[config.mk]
export PLATFORM = sky130hd
export DESIGN_NAME = async_sram_ctrl
export DESIGN_NICKNAME = d
export VERILOG_FILES = /design/src/rtl/sramc_pkg.sv /design/src/rtl/sramc_phase_timer.sv /design/src/rtl/sramc_seq.sv /design/src/rtl/async_sram_ctrl.sv
export SDC_FILE = /design/constraint.sdc
export NUM_CORES = 1
export LEC_CHECK = 0
export CAP_MARGIN = 20
export CORE_ASPECT_RATIO = 0.5
export CORE_MARGIN = 1.5
export CORE_UTILIZATION = 30
export CTS_CLUSTER_SIZE = 25
export DETAILED_ROUTE_END_ITERATION = 8
export DONT_BUFFER_PORTS = 1
export PLACE_DENSITY = 0.54
export RECOVER_POWER = 50
export SLEW_MARGIN = 20
export SYNTH_ARGS = -nofsm -noshare
export SYNTH_HDL_FRONTEND = slang
export SYNTH_SLANG_ARGS = --single-unit
export TNS_END_PERCENT = 5
[constraint.sdc]
create_clock -name clk -period 5.3 [get_ports clk]
set_clock_uncertainty 0.2 [all_clocks]
set_input_delay 0.265 -clock clk [delete_from_list [all_inputs] [get_ports clk]]
set_output_delay 0.265 -clock clk [all_outputs]
set_load 0.01 [all_outputs]
[src/rtl/sramc_pkg.sv]
`timescale 1ns/1ps
package sramc_pkg;

    typedef enum logic [2:0] {
        ST_IDLE   = 3'd0,
        ST_READ   = 3'd1,
        ST_WSETUP = 3'd2,
        ST_WPULSE = 3'd3,
        ST_GAP    = 3'd4
    } seq_state_e;

    typedef struct packed {
        logic sel;   // memory selected (both chip selects active)
        logic we_n;  // write strobe level
        logic oe_n;  // output enable level
        logic drv;   // controller drives data lines
    } strobe_t;

    localparam strobe_t STROBE_IDLE = '{sel: 1'b0, we_n: 1'b1, oe_n: 1'b1, drv: 1'b0};

    // Whole clock cycles covering a nanosecond minimum, never less than one.
    function automatic int cycles_for(input int ns, input int period_ns);
        int c;
        c = (ns + period_ns - 1) / period_ns;
        if (c < 1) c = 1;
        return c;
    endfunction

    function automatic int imax(input int a, input int b);
        return (a > b) ? a : b;
    endfunction

    // Strobe levels that belong to a state.
    function automatic strobe_t strobe_of(input seq_state_e st);
        strobe_t s;
        s = STROBE_IDLE;
        case (st)
            ST_READ:   begin s.sel = 1'b1; s.oe_n = 1'b0; end
            ST_WSETUP: begin s.sel = 1'b1; end
            ST_WPULSE: begin s.sel = 1'b1; s.we_n = 1'b0; s.drv = 1'b1; end
            default:   s = STROBE_IDLE;
        endcase
        return s;
    endfunction

endpackage

[src/rtl/sramc_phase_timer.sv]
`timescale 1ns/1ps
module sramc_phase_timer #(
    parameter int CNT_W = 3
) (
    input  logic             clk,
    input  logic             rst,
    input  logic             load,
    input  logic [CNT_W-1:0] load_val,
    output logic             expired
);
    logic [CNT_W-1:0] cnt_q;

    always_ff @(posedge clk) begin
        if (rst) begin
            cnt_q <= '0;
        end else if (load) begin
            cnt_q <= load_val;
        end else if (cnt_q != '0) begin
            cnt_q <= cnt_q - 1'b1;
        end
    end

    assign expired = (cnt_q == '0);

    // each phase length comes from a steady one-per-cycle count
    a_r4_timer_steps: assert property (@(posedge clk) disable iff (rst)
        (!$past(load) && $past(cnt_q) != '0) |-> (cnt_q == $past(cnt_q) - 1'b1));

endmodule

[src/rtl/sramc_seq.sv]
`timescale 1ns/1ps
module sramc_seq
    import sramc_pkg::*;
#(
    parameter int CNT_W  = 3,
    parameter int RD_CYC = 4,
    parameter int WS_CYC = 1,
    parameter int WP_CYC = 3
) (
    input  logic             clk,
    input  logic             rst,
    input  logic             start,
    input  logic             start_we,
    input  logic             expired,
    output logic             load,
    output logic [CNT_W-1:0] load_val,
    output strobe_t          strb,
    output logic             capture,
    output logic             ready
);
    localparam logic [CNT_W-1:0] RD_LOAD = CNT_W'(RD_CYC - 1);
    localparam logic [CNT_W-1:0] WS_LOAD = CNT_W'(WS_CYC - 1);
    localparam logic [CNT_W-1:0] WP_LOAD = CNT_W'(WP_CYC - 1);

    seq_state_e state_q, state_n;
    strobe_t    strb_q;

    always_comb begin
        state_n  = state_q;
        load     = 1'b0;
        load_val = '0;
        capture  = 1'b0;
        case (state_q)
            ST_IDLE: begin
                if (start) begin
                    load     = 1'b1;
                    load_val = start_we ? WS_LOAD : RD_LOAD;
                    state_n  = start_we ? ST_WSETUP : ST_READ;
                end
            end
            ST_READ: begin
                if (expired) begin
                    capture = 1'b1;
                    state_n = ST_GAP;
                end
            end
            ST_WSETUP: begin
                if (expired) begin
                    load     = 1'b1;
                    load_val = WP_LOAD;
                    state_n  = ST_WPULSE;
                end
            end
            ST_WPULSE: begin
                if (expired) state_n = ST_GAP;
            end
            ST_GAP:  state_n = ST_IDLE;
            default: state_n = ST_IDLE;
        endcase
    end

    // Strobes are registered from the next state so the pins never glitch.
    always_ff @(posedge clk) begin
        if (rst) begin
            state_q <= ST_IDLE;
            strb_q  <= STROBE_IDLE;
        end else begin
            state_q <= state_n;
            strb_q  <= strobe_of(state_n);
        end
    end

    assign strb  = strb_q;
    assign ready = (state_q == ST_IDLE);

    // output enable held high whenever the write strobe is low
    a_r7_g_high_in_pulse: assert property (@(posedge clk) disable iff (rst)
        !strb.we_n |-> strb.oe_n);

    // write strobe falls only after a cycle of select
    a_r6_select_before_w: assert property (@(posedge clk) disable iff (rst)
        $fell(strb.we_n) |-> $past(strb.sel));

    // leaving select is followed by a non-ready cycle
    a_r9_gap_after_access: assert property (@(posedge clk) disable iff (rst)
        $fell(strb.sel) |-> !ready);

    // no new access starts straight out of another
    a_r2_start_from_idle: assert property (@(posedge clk) disable iff (rst)
        $rose(strb.sel) |-> $past(ready));

endmodule

[src/rtl/async_sram_ctrl.sv]
`timescale 1ns/1ps
module async_sram_ctrl
    import sramc_pkg::*;
#(
    parameter int ADDR_W        = 13,
    parameter int DATA_W        = 8,
    parameter int CLK_PERIOD_NS = 20,
    parameter int T_RCYC_NS     = 70,
    parameter int T_ACC_NS      = 70,
    parameter int T_OEACC_NS    = 40,
    parameter int T_WCYC_NS     = 70,
    parameter int T_WPULSE_NS   = 50,
    parameter int T_SELW_NS     = 65,
    parameter int T_DSETUP_NS   = 35
) (
    input  logic              clk,
    input  logic              rst,
    input  logic              host_req,
    input  logic              host_we,
    input  logic [ADDR_W-1:0] host_addr,
    input  logic [DATA_W-1:0] host_wdata,
    output logic              host_ready,
    output logic [DATA_W-1:0] host_rdata,
    output logic              host_rvalid,
    output logic [ADDR_W-1:0] mem_addr,
    output logic              mem_ce1_n,
    output logic              mem_ce2,
    output logic              mem_we_n,
    output logic              mem_oe_n,
    output logic [DATA_W-1:0] mem_dq_out,
    output logic              mem_dq_oe,
    input  logic [DATA_W-1:0] mem_dq_in
);
    localparam int RD_CYC  = imax(imax(cycles_for(T_RCYC_NS, CLK_PERIOD_NS),
                                       cycles_for(T_ACC_NS, CLK_PERIOD_NS)),
                                  cycles_for(T_OEACC_NS, CLK_PERIOD_NS));
    localparam int WP_CYC  = imax(cycles_for(T_WPULSE_NS, CLK_PERIOD_NS),
                                  cycles_for(T_DSETUP_NS, CLK_PERIOD_NS));
    localparam int WS_CYC  = imax(1, imax(cycles_for(T_WCYC_NS, CLK_PERIOD_NS) - WP_CYC,
                                          cycles_for(T_SELW_NS, CLK_PERIOD_NS) - WP_CYC));
    localparam int MAX_CYC = imax(RD_CYC, imax(WS_CYC, WP_CYC));
    localparam int CNT_W   = $clog2(MAX_CYC + 1);

    logic             accept;
    logic             load;
    logic [CNT_W-1:0] load_val;
    logic             expired;
    logic             capture;
    strobe_t          strb;

    logic [ADDR_W-1:0] addr_q;
    logic [DATA_W-1:0] wdata_q;
    logic [DATA_W-1:0] rdata_q;
    logic              rvalid_q;

    assign accept = host_req && host_ready;

    sramc_phase_timer #(.CNT_W(CNT_W)) u_timer (
        .clk      (clk),
        .rst      (rst),
        .load     (load),
        .load_val (load_val),
        .expired  (expired)
    );

    sramc_seq #(
        .CNT_W  (CNT_W),
        .RD_CYC (RD_CYC),
        .WS_CYC (WS_CYC),
        .WP_CYC (WP_CYC)
    ) u_seq (
        .clk      (clk),
        .rst      (rst),
        .start    (host_req),
        .start_we (host_we),
        .expired  (expired),
        .load     (load),
        .load_val (load_val),
        .strb     (strb),
        .capture  (capture),
        .ready    (host_ready)
    );

    always_ff @(posedge clk) begin
        if (rst) begin
            addr_q   <= '0;
            wdata_q  <= '0;
            rdata_q  <= '0;
            rvalid_q <= 1'b0;
        end else begin
            if (accept) begin
                addr_q  <= host_addr;
                wdata_q <= host_wdata;
            end
            if (capture) rdata_q <= mem_dq_in;
            rvalid_q <= capture;
        end
    end

    assign mem_addr    = addr_q;
    assign mem_ce1_n   = ~strb.sel;
    assign mem_ce2     = strb.sel;
    assign mem_we_n    = strb.we_n;
    assign mem_oe_n    = strb.oe_n;
    assign mem_dq_out  = wdata_q;
    assign mem_dq_oe   = strb.drv;
    assign host_rdata  = rdata_q;
    assign host_rvalid = rvalid_q;

    // read valid is a single-cycle pulse
    a_r5_rvalid_single: assert property (@(posedge clk) disable iff (rst)
        host_rvalid |=> !host_rvalid);

    // address steady while selected
    a_r10_addr_steady: assert property (@(posedge clk) disable iff (rst)
        (mem_ce2 && $past(mem_ce2)) |-> $stable(mem_addr));

    // driven data steady across the write strobe
    a_r8_data_steady: assert property (@(posedge clk) disable iff (rst)
        (!mem_we_n && $past(!mem_we_n)) |-> $stable(mem_dq_out));

    // driver never on while output enable is low
    a_r8_no_contention: assert property (@(posedge clk) disable iff (rst)
        mem_dq_oe |-> mem_oe_n);

endmodule

==> summary.txt, run 1 <==
Synthesis
  • Register bit count reported by yosys: 40
  • Syn avg cell area: 8.40 µm²
  • Post-synth EDFFs: 0
  • Synth Area in Simple Gates: 0.220
  • Post-synth top flop: dfxtp_1
  • Largest family of logic cells by synthesized area: simple AND/OR/NAND/NOR gates
  • Synth Net Count: 218
  • Post-Synth Adder-Cell Area: 0.0163
  • Synth warn: 0
  • Ys async rst share: 0
  • Mux share of post-synthesis cell area: 0
  • Synth Area in Compound Gates: 0.198
  • Sequential element share of the synthesized area: 0.521
  • Mapped Cells: 183
  • Xor/xnor share of the synthesized area: 0
  • Post-synthesis instance area: 1540 µm²
  • Post-synth cell types: 32

Timing
  • F_max: 380 MHz
  • Final slew viol count: 0
  • RSZ-0062 raised after global routing: no
  • Final Hold Vio Count: 0
  • Period Utilization, post-route: 0.496
  • Setup Viol. Count Final: 0
  • Worst-margin pin slew: 0.968 ns
  • Rel. slew slack: 0.355
  • Final min period: 2.63 ns
  • Final TNS setup: 0 ns

Clock tree
  • Post-CTS sizing: 0
  • Htree depth: 2
  • Clock Root Buffer: clkbuf_8
  • Clock transition at the registers of the reported paths: 0.08 ns
  • Clock buffer depth: 2
  • Latest clock arrival within the worst-skew pair: 0.29 ns
  • CTS Buf Count: 5
  • CTS Sinks: 40
  • CTS tree: yes

Final layout
  • Post-Route Utilization: 0.406
  • Ant. Diodes: 0
  • Layout cell share with drive strength beyond 1: 0.0619
  • Filler cell count: 493
  • Nets: 244
  • Cell area after layout: 2000 µm²
  • P&R area growth vs syn: 30.4%

Routing
  • Antenna viol nets, final: 0
  • Pre-Repair DR Iteration Count: 4
  • Post-DR wirelength/cell: 13.5 µm
  • DRC viols: 0
  • Vias/cell: 4.87
  • Vias: 1364
  • DRT iter0 DRCs: 69
  • Final wirelength: 3770 µm

Floorplanning
  • Die width: 104 µm
  • Vert. Die Dim: 53.6 µm
  • Die area: 5590 µm²
  • FP Rows: 18
  • CORE AREA: 4930 µm²
  • Starting Density: 0.312
  • IO Count: 69

Worst setup path
  • Slowest CP cell: clkbuf_1
  • Crit start category: flop
  • Cell Chain, Critical Path: nor4b_2 > clkbuf_1 > nand2_1 > a21oi_1 > dlygate4sd3_1
  • Crit path required time: 5.34 ns
  • Crit path largest cell delay: 0.75 ns
  • Worst-path maximum fanout: 23
  • Top delay family on crit path: buffers and inverters
  • CP bufs+invs: 2
  • Worst setup EP type: flop
  • Worst EP arrival: 2.67 ns
  • Worst Setup Path Type: flop to flop

Power and ir drop
  • Peak VDD IR: 0.108 mV
  • P_leak: 0.721 nW
  • Power Dens Cells: 372 nW/µm²
  • Total Power: 0.745 mW

Global routing
  • Vias in the first global route: 1224
  • Initial antenna violation count: 0
  • GRT Util Overall: 0.133
  • GR Overflow Total: 0
  • Largest net degree at the start of global routing: 36
  • First-pass GRT wire length: 5690 µm

Placement
  • Port buffer count: 0
  • Placed inst area: 1590 µm²
  • GPL Wtd Cong: 0.725
  • Final HPWL DP: 2440 µm

Worst hold path
  • Hold WC Path Type: input pin to flop

Run status
  • Status: finished, final reports clean

Flow run
  • Number of max-cap violations: 0
## where the power goes
| group | total, mW | leakage, nW | switching, mW | internal [mW] |
|---|---|---|---|---|
| sequential | 0.380 | 0.327 | 0.0439 | 0.336 |
| clock | 0.207 | 0.0510 | 0.103 | 0.104 |
| combinational | 0.158 | 0.342 | 0.0906 | 0.0678 |
## per-layer routing
metal / global-route usage / part of all wire / vias to the layer above
met2: 0.210 / 0.47 / 32
met4: 0.0856 / 0.025 / 0
li1: - / - / 679
met3: 0.0593 / 0.068 / 9
met1: 0.152 / 0.44 / 644
met5: 0 / 0 / -
## sequential cells by signal (all words and copies together), names as in the netlist
| signal | cells |
|---|---|
| host_rdata | 8 |
| u_seq.state_q | 3 |
| mem_addr | 13 |
| mem_dq_out | 8 |
| u_seq.strb | 4 |
| host_rvalid | 1 |
| u_timer.cnt_q | 3 |
## cells in the final DEF, fill, tap and decap left out, types with 2 or more instances in the layout
master	netlist	layout
dlygate4sd3_1	0	30
ha_1	2	2
inv_1	4	4
nand3_1	9	9
nand2_1	43	43
clkbuf_8	0	6
o21ai_0	9	9
dfxtp_1	40	40
and3_1	2	2
clkinv_2	0	2
nor3b_1	2	2
nor3_1	4	4
o21a_1	2	2
nor2_1	3	3
a21oi_1	32	32
## cell families after synthesis
kind of cell / Yosys count
AND/OR/NAND/NOR: 72
AO/OA/AOI/OAI: 51
flip-flops: 40
buffers and inverters: 18
adder cells (fa/ha/maj): 2
## metrics by stage
stage / std cells / setup WS, ns / hold slack, ns
finish: 280 / 2.67 / 0.0354
global route: 280 / 2.43 / 0.0371
CTS: 280 / 2.73 / 0.0209
detailed placement: 241 / 2.82 / 0.139
global placement: 241 / 2.87 / 0.136
floorplan: 183 / 3.45 / 0.201
## layout make-up
cell class                 count  area, µm²  share of cell area
inverter                       5       18.8             0.00937
tap                           70       87.6              0.0437
multi-input combinational    125        679               0.339
sequential                    40        801               0.400
clock inverter                 2       10.0             0.00500
clock buffer                   6       82.6              0.0412
timing repair buffer          32        324               0.162
## path summary, 6_finish.rpt
path	slack, ns	start	cells after the start	endpoint
hold / removal	0.04	host_we	2	u_seq.strb[1]$_SDFF_PP1_
hold reg to reg	0.30	mem_addr[12]$_SDFFE_PP0P_	2	mem_addr[12]$_SDFFE_PP0P_
setup / recovery	2.67	u_seq.state_q[1]$_SDFF_PP0_	5	mem_dq_out[0]$_SDFFE_PP0P_
setup reg to reg	2.67	u_seq.state_q[1]$_SDFF_PP0_	5	mem_dq_out[0]$_SDFFE_PP0P_
## synthesized netlist by cell type (all sizes together), types with 3 or more instances
library cell  count  area, µm²
nand3             9       45.0
o21ai             9       45.0
inv               4       15.0
nor2              3       11.3
nor3              4       20.0
dfxtp            40        801
a21oi            32        160
clkbuf           11       41.3
nand2            43        161
## what timing repair did
action,CTS,global route
hold buffers,31,0
endpoints found under the hold margin,37,0
endpoints found under the setup margin,0,0
buffers inserted,0,0
Note: power is estimated with default switching activity, not from simulation.
==> inputs of run 2 (changes only) <==
PLACE_DENSITY = 0.55   (was 0.54)
clock period = 2.2 ns   (was 5.3 ns; I/O delays follow)
==> summary.txt, run 2 (synthesis gave the netlist of run 1 again) <==
Run status
  • Status: finished, final reports clean (unchanged)

Timing
  • Final slew viol count: 0 (unchanged)
  • Period Utilization, post-route: 0.953 (was 0.496)
  • Setup WS post-layout: 0.103 ns (was 2.67 ns)
  • Final min period: 2.10 ns (was 2.63 ns)
  • F_max: 477 MHz (was 380 MHz)
  • Worst-margin pin slew: 0.715 ns (was 0.968 ns)
  • Setup Viol. Count Final: 0 (unchanged)
  • Final Hold Vio Count: 0 (unchanged)
  • Rel. slew slack: 0.516 (was 0.355)

Placement
  • GPL Wtd Cong: 0.804 (was 0.725)
  • Placed cells: 247 (was 241)
  • Placed inst area: 1630 µm² (was 1590 µm²)
  • Pre-CTS WS: 0.341 ns (was 2.82 ns)
  • Final HPWL DP: 2420 µm (was 2440 µm)
  • Port buffer count: 0 (unchanged)

Final layout
  • Ant. Diodes: 0 (unchanged)
  • Most frequent cells in the layout: nand2_1 (43), dlygate4sd3_1 (40), dfxtp_1 (40) (was nand2_1 (43), dfxtp_1 (40), a21oi_1 (32))
  • Cell area after layout: 2200 µm² (was 2000 µm²)
  • Non-Filler Instances: 296 (was 280)
  • P&R area growth vs syn: 43.0% (was 30.4%)
  • Post-Route Utilization: 0.445 (was 0.406)
  • Filler cell count: 477 (was 493)
  • Nets: 260 (was 244)
  • Max reg flops: 13 (unchanged)
  • Most common cell after layout, fill and taps aside: nand2_1 (unchanged)
  • Layout cell share with drive strength beyond 1: 0.0973 (was 0.0619)

Clock tree
  • Latest clock arrival within the worst-skew pair: 0.28 ns (was 0.29 ns)
  • Clock transition at the registers of the reported paths: 0.08 ns (about the same)
  • Clock Root Buffer: clkbuf_8 (unchanged)
  • CTS Sinks: 40 (unchanged)
  • Htree depth: 2 (unchanged)
  • Clock buffer depth: 2 (unchanged)
  • CTS Buf Count: 5 (unchanged)
  • Post-CTS setup repair buffer count: 0 (unchanged)
  • CTS tree: yes (unchanged)

Power and ir drop
  • P_leak: 0.829 nW (was 0.721 nW)
  • Total Power: 2.01 mW (was 0.745 mW)
  • Peak VDD IR: 0.422 mV (was 0.108 mV)
  • Power Dens Cells: 913 nW/µm² (was 372 nW/µm²)

Floorplanning
  • Die area: 5590 µm² (unchanged)
  • Starting Density: 0.312 (unchanged)
  • Vert. Die Dim: 53.6 µm (unchanged)
  • IO Count: 69 (unchanged)
  • CORE AREA: 4930 µm² (unchanged)
  • Die width: 104 µm (unchanged)
  • FP Rows: 18 (unchanged)

Worst hold path
  • Min-Delay Startpoint: host_we (unchanged)
  • Hold WC Path Type: input pin to flop (unchanged)

Global routing
  • Initial antenna violation count: 0 (unchanged)
  • GRT Util Overall: 0.136 (was 0.133)
  • GR Overflow Total: 0 (unchanged)
  • Vias in the first global route: 1356 (was 1224)
  • Largest net degree at the start of global routing: 36 (unchanged)
  • First-pass GRT wire length: 6020 µm (was 5690 µm)

Routing
  • Post-DR wirelength/cell: 12.7 µm (was 13.5 µm)
  • Final wirelength: 3760 µm (was 3770 µm)
  • DRC viols: 0 (unchanged)
  • Vias: 1405 (was 1364)
  • Antenna viol nets, final: 0 (unchanged)
  • DRT iter0 DRCs: 56 (was 69)
  • Pre-Repair DR Iteration Count: 4 (unchanged)
  • Vias/cell: 4.75 (was 4.87)

Worst setup path
  • Crit path required time: 2.23 ns (was 5.34 ns)
  • Worst Setup Path Type: flop to flop (unchanged)
  • Worst EP arrival: 2.13 ns (was 2.67 ns)
  • Worst-path maximum fanout: 8 (was 23)
  • Reg2Reg Depth: 7 (was 5)
  • Worst setup EP type: flop (unchanged)
  • R2R setup slack: 0.10 ns (was 2.67 ns)
  • Reg-to-reg critical path endpoint: host_rdata[4]$_SDFFE_PP0P_ (was mem_dq_out[0]$_SDFFE_PP0P_)
  • Crit path to: host_rdata[4]$_SDFFE_PP0P_ (was mem_dq_out[0]$_SDFFE_PP0P_)
  • Crit start category: flop (unchanged)
  • FF-to-FF Start: u_timer.cnt_q[1]$_SDFFE_PP0P_ (was u_seq.state_q[1]$_SDFF_PP0_)
  • CP Launch Point: u_timer.cnt_q[1]$_SDFFE_PP0P_ (was u_seq.state_q[1]$_SDFF_PP0_)

Flow run
  • Number of max-cap violations: 0 (unchanged)
[run 2: through the flow]
step / setup TNS [ns] / hold WS, ns
after floorplan: 0 / 0.0460
after global placement: 0 / -0.0184
after detailed placement: 0 / -0.0163
after CTS: 0 / 0.0744
after global routing: -0.274 / 0.0961
final: 0 / 0.0868
[run 2: metal layers]
metal / vias up / part of all wire / wire length (µm) / global-route usage
met1: 664 / 0.45 / 1690 / 0.163
met4: 0 / 0.0032 / 12 / 0.0370
met2: 32 / 0.49 / 1830 / 0.238
met3: 2 / 0.061 / 229 / 0.0472
li1: 707 / - / - / -
met5: - / 0 / 0 / 0
[run 2: report_power, final]
group          switching (mW)  internal [mW]
logic                   0.255          0.214
clock network           0.243          0.400
registers              0.0849          0.810
[run 2: how the worst min path moves through the flow]
stage / end / cells after the start
final: u_seq.state_q[1]$_SDFF_PP0_ / 3
after global routing: u_seq.state_q[1]$_SDFF_PP0_ / 3
after CTS: u_seq.state_q[1]$_SDFF_PP0_ / 3
after detailed placement: mem_addr[9]$_SDFFE_PP0P_ / 1
after global placement: mem_addr[10]$_SDFFE_PP0P_ / 1
after floorplan: mem_addr[0]$_SDFFE_PP0P_ / 2
[run 2: area by class of cell]
cell class | instances | area (µm²) | share of cell area
Clock buffer | 7 | 96.3 | 0.0438
Clock inverter | 1 | 30.0 | 0.0137
Inverter | 5 | 18.8 | 0.00854
Multi-Input combinational cell | 125 | 691 | 0.314
Sequential cell | 40 | 801 | 0.364
Tap cell | 70 | 87.6 | 0.0399
Timing Repair Buffer | 48 | 473 | 0.215
[run 2: timing repair]
item                                    4_1_cts  5_1_grt
hold endpoints to repair                     39        0
endpoints found under the setup margin        0        8
gates resized for setup                       0        6
hold buffers                                 41        0
[run 2: worst max-delay path, stage by stage (launching register included)]
cell and delay [ns]:
dfxtp_1 0.30, inv_1 0.11, ha_4 0.17, nor4bb_2 0.28, buf_4 0.20, nand3_1 0.08
a21oi_1 0.14, dlygate4sd3_1 0.56
==> inputs of run 3 (changes only) <==
CELL_PAD_IN_SITES_DETAIL_PLACEMENT = 0   (was not set)
CELL_PAD_IN_SITES_GLOBAL_PLACEMENT = 1   (was not set)
PLACE_DENSITY = 0.69   (was 0.55)
==> summary.txt, run 3 (synthesis gave the netlist of run 1 again) <==
Run status
  • Status: finished, final reports clean (unchanged)

Final layout
  • Cell area after layout: 2310 µm² (was 2200 µm²)
  • Max reg flops: 13 (unchanged)
  • Most frequent cells in the layout: dlygate4sd3_1 (51), nand2_1 (43), dfxtp_1 (40) (was nand2_1 (43), dlygate4sd3_1 (40), dfxtp_1 (40))
  • Filler cell count: 456 (was 477)
  • P&R area growth vs syn: 50.2% (was 43.0%)
  • Ant. Diodes: 0 (unchanged)
  • Nets: 270 (was 260)
  • Layout cell share with drive strength beyond 1: 0.0890 (was 0.0973)
  • Post-Route Utilization: 0.468 (was 0.445)
  • Non-Filler Instances: 306 (was 296)
  • Most common cell after layout, fill and taps aside: dlygate4sd3_1 (was nand2_1)

Worst setup path
  • Crit start category: flop (unchanged)
  • Crit path required time: 2.17 ns (was 2.23 ns)
  • Worst Setup Path Type: flop to flop (unchanged)
  • Worst setup EP type: flop (unchanged)
  • R2R setup slack: 0.07 ns (was 0.10 ns)
  • Worst EP arrival: 2.11 ns (was 2.13 ns)
  • Worst-path maximum fanout: 24 (was 8)

Floorplanning
  • FP Rows: 18 (unchanged)
  • Vert. Die Dim: 53.6 µm (unchanged)
  • IO Count: 69 (unchanged)
  • Die width: 104 µm (unchanged)
  • CORE AREA: 4930 µm² (unchanged)
  • Die area: 5590 µm² (unchanged)
  • Starting Density: 0.312 (unchanged)

Power and ir drop
  • Power Dens Cells: 863 nW/µm² (was 913 nW/µm²)
  • Total Power: 1.99 mW (was 2.01 mW)
  • Peak VDD IR: 0.361 mV (was 0.422 mV)
  • P_leak: 0.899 nW (was 0.829 nW)

Timing
  • Fin Hold WS: 0.0551 ns (was 0.0868 ns)
  • Final Hold Vio Count: 0 (unchanged)
  • Final TNS setup: 0 ns (unchanged)
  • Period Utilization, post-route: 0.970 (was 0.953)
  • Setup WS post-layout: 0.0655 ns (was 0.103 ns)
  • F_max: 468 MHz (was 477 MHz)
  • Setup Viol. Count Final: 0 (unchanged)
  • Final min period: 2.13 ns (was 2.10 ns)
  • Worst-margin pin slew: 0.419 ns (was 0.715 ns)
  • Rel. slew slack: 0.720 (was 0.516)
  • Final slew viol count: 0 (unchanged)

Global routing
  • GRT Util Overall: 0.139 (was 0.136)
  • Vias in the first global route: 1275 (was 1356)
  • GR Overflow Total: 0 (unchanged)
  • First-pass GRT wire length: 6040 µm (was 6020 µm)
  • Largest net degree at the start of global routing: 36 (unchanged)
  • Initial antenna violation count: 0 (unchanged)

Routing
  • Vias/cell: 4.67 (was 4.75)
  • DRT iter0 DRCs: 73 (was 56)
  • Post-DR wirelength/cell: 12.8 µm (was 12.7 µm)
  • Vias: 1428 (was 1405)
  • Final wirelength: 3920 µm (was 3760 µm)
  • Antenna viol nets, final: 0 (unchanged)
  • Pre-Repair DR Iteration Count: 4 (unchanged)
  • DRC viols: 0 (unchanged)

Clock tree
  • CTS tree: yes (unchanged)
  • Clock buffer depth: 2 (unchanged)
  • Clock Root Buffer: clkbuf_8 (unchanged)
  • Clock transition at the registers of the reported paths: 0.07 ns (was 0.08 ns)
  • Latest clock arrival within the worst-skew pair: 0.29 ns (was 0.28 ns)
  • CTS Buf Count: 5 (unchanged)
  • Htree depth: 2 (unchanged)
  • CTS Sinks: 40 (unchanged)
  • Post-CTS setup repair buffer count: 0 (unchanged)

Placement
  • Placed inst area: 1640 µm² (was 1630 µm²)
  • Placed cells: 246 (was 247)
  • Final HPWL DP: 2450 µm (was 2420 µm)
  • Pre-CTS WS: 0.339 ns (was 0.341 ns)
  • GPL Wtd Cong: 0.829 (was 0.804)
  • Port buffer count: 0 (unchanged)

Worst hold path
  • Hold WC Path Type: input pin to flop (unchanged)

Flow run
  • Number of max-cap violations: 0 (unchanged)
-- run 3: changes by cell type in the layout (fill, tap and decap cells not counted), sizes merged --
cell	previous run	this run
buf	8	7
clkbuf	7	6
clkinv	1	2
dlygate4sd3	40	51
-- run 3: path summary, 6_finish.rpt --
| kind | cells after the start | start | to |
|---|---|---|---|
| worst min-delay path | 4 | host_req | mem_addr[12]$_SDFFE_PP0P_ |
| worst max register to register | 5 | u_seq.state_q[1]$_SDFF_PP0_ | mem_addr[9]$_SDFFE_PP0P_ |
| worst min register to register | 2 | mem_dq_out[4]$_SDFFE_PP0P_ | mem_dq_out[4]$_SDFFE_PP0P_ |
| worst max-delay path | 5 | u_seq.state_q[1]$_SDFF_PP0_ | mem_addr[9]$_SDFFE_PP0P_ |
-- run 3: cell type report --
| type | instances | area, µm² | area share |
|---|---|---|---|
| clock buffer | 6 | 72.6 | 0.0315 |
| inverter | 5 | 18.8 | 0.00813 |
| clock inverter | 2 | 35.0 | 0.0152 |
| multi-input combinational | 125 | 701 | 0.304 |
| timing repair buffer | 58 | 592 | 0.257 |
| sequential | 40 | 801 | 0.347 |
| tap | 70 | 87.6 | 0.0380 |
-- run 3: routing by layer --
metal	wire, µm	part of all wire	GRT usage	vias to the layer above
met3	232	0.059	0.0448	3
met1	1760	0.45	0.168	663
li1	-	-	-	726
met4	30	0.0077	0.0556	0
met2	1890	0.48	0.240	36
met5	0	0	0	-
-- run 3: repair_timing --
action | in CTS | in global routing
hold buffers | 52 | 0
endpoints found under the setup margin | 0 | 19
hold endpoints to repair | 39 | 0
resized for setup | 0 | 7
-- run 3: critical path, stage by stage, from the launching register on --
cell and delay, ns:
dfxtp_1 0.31, or4b_1 0.58, buf_6 0.21, nand2_1 0.08
a21oi_1 0.07, dlygate4sd3_1 0.57
-- run 3: where the power goes --
| group | switching [mW] | internal [mW] | total, mW |
|---|---|---|---|
| sequential | 0.0826 | 0.810 | 0.892 |
| clock | 0.250 | 0.337 | 0.587 |
| combinational | 0.264 | 0.248 | 0.513 |
| total | 0.597 | 1.39 | 1.99 |
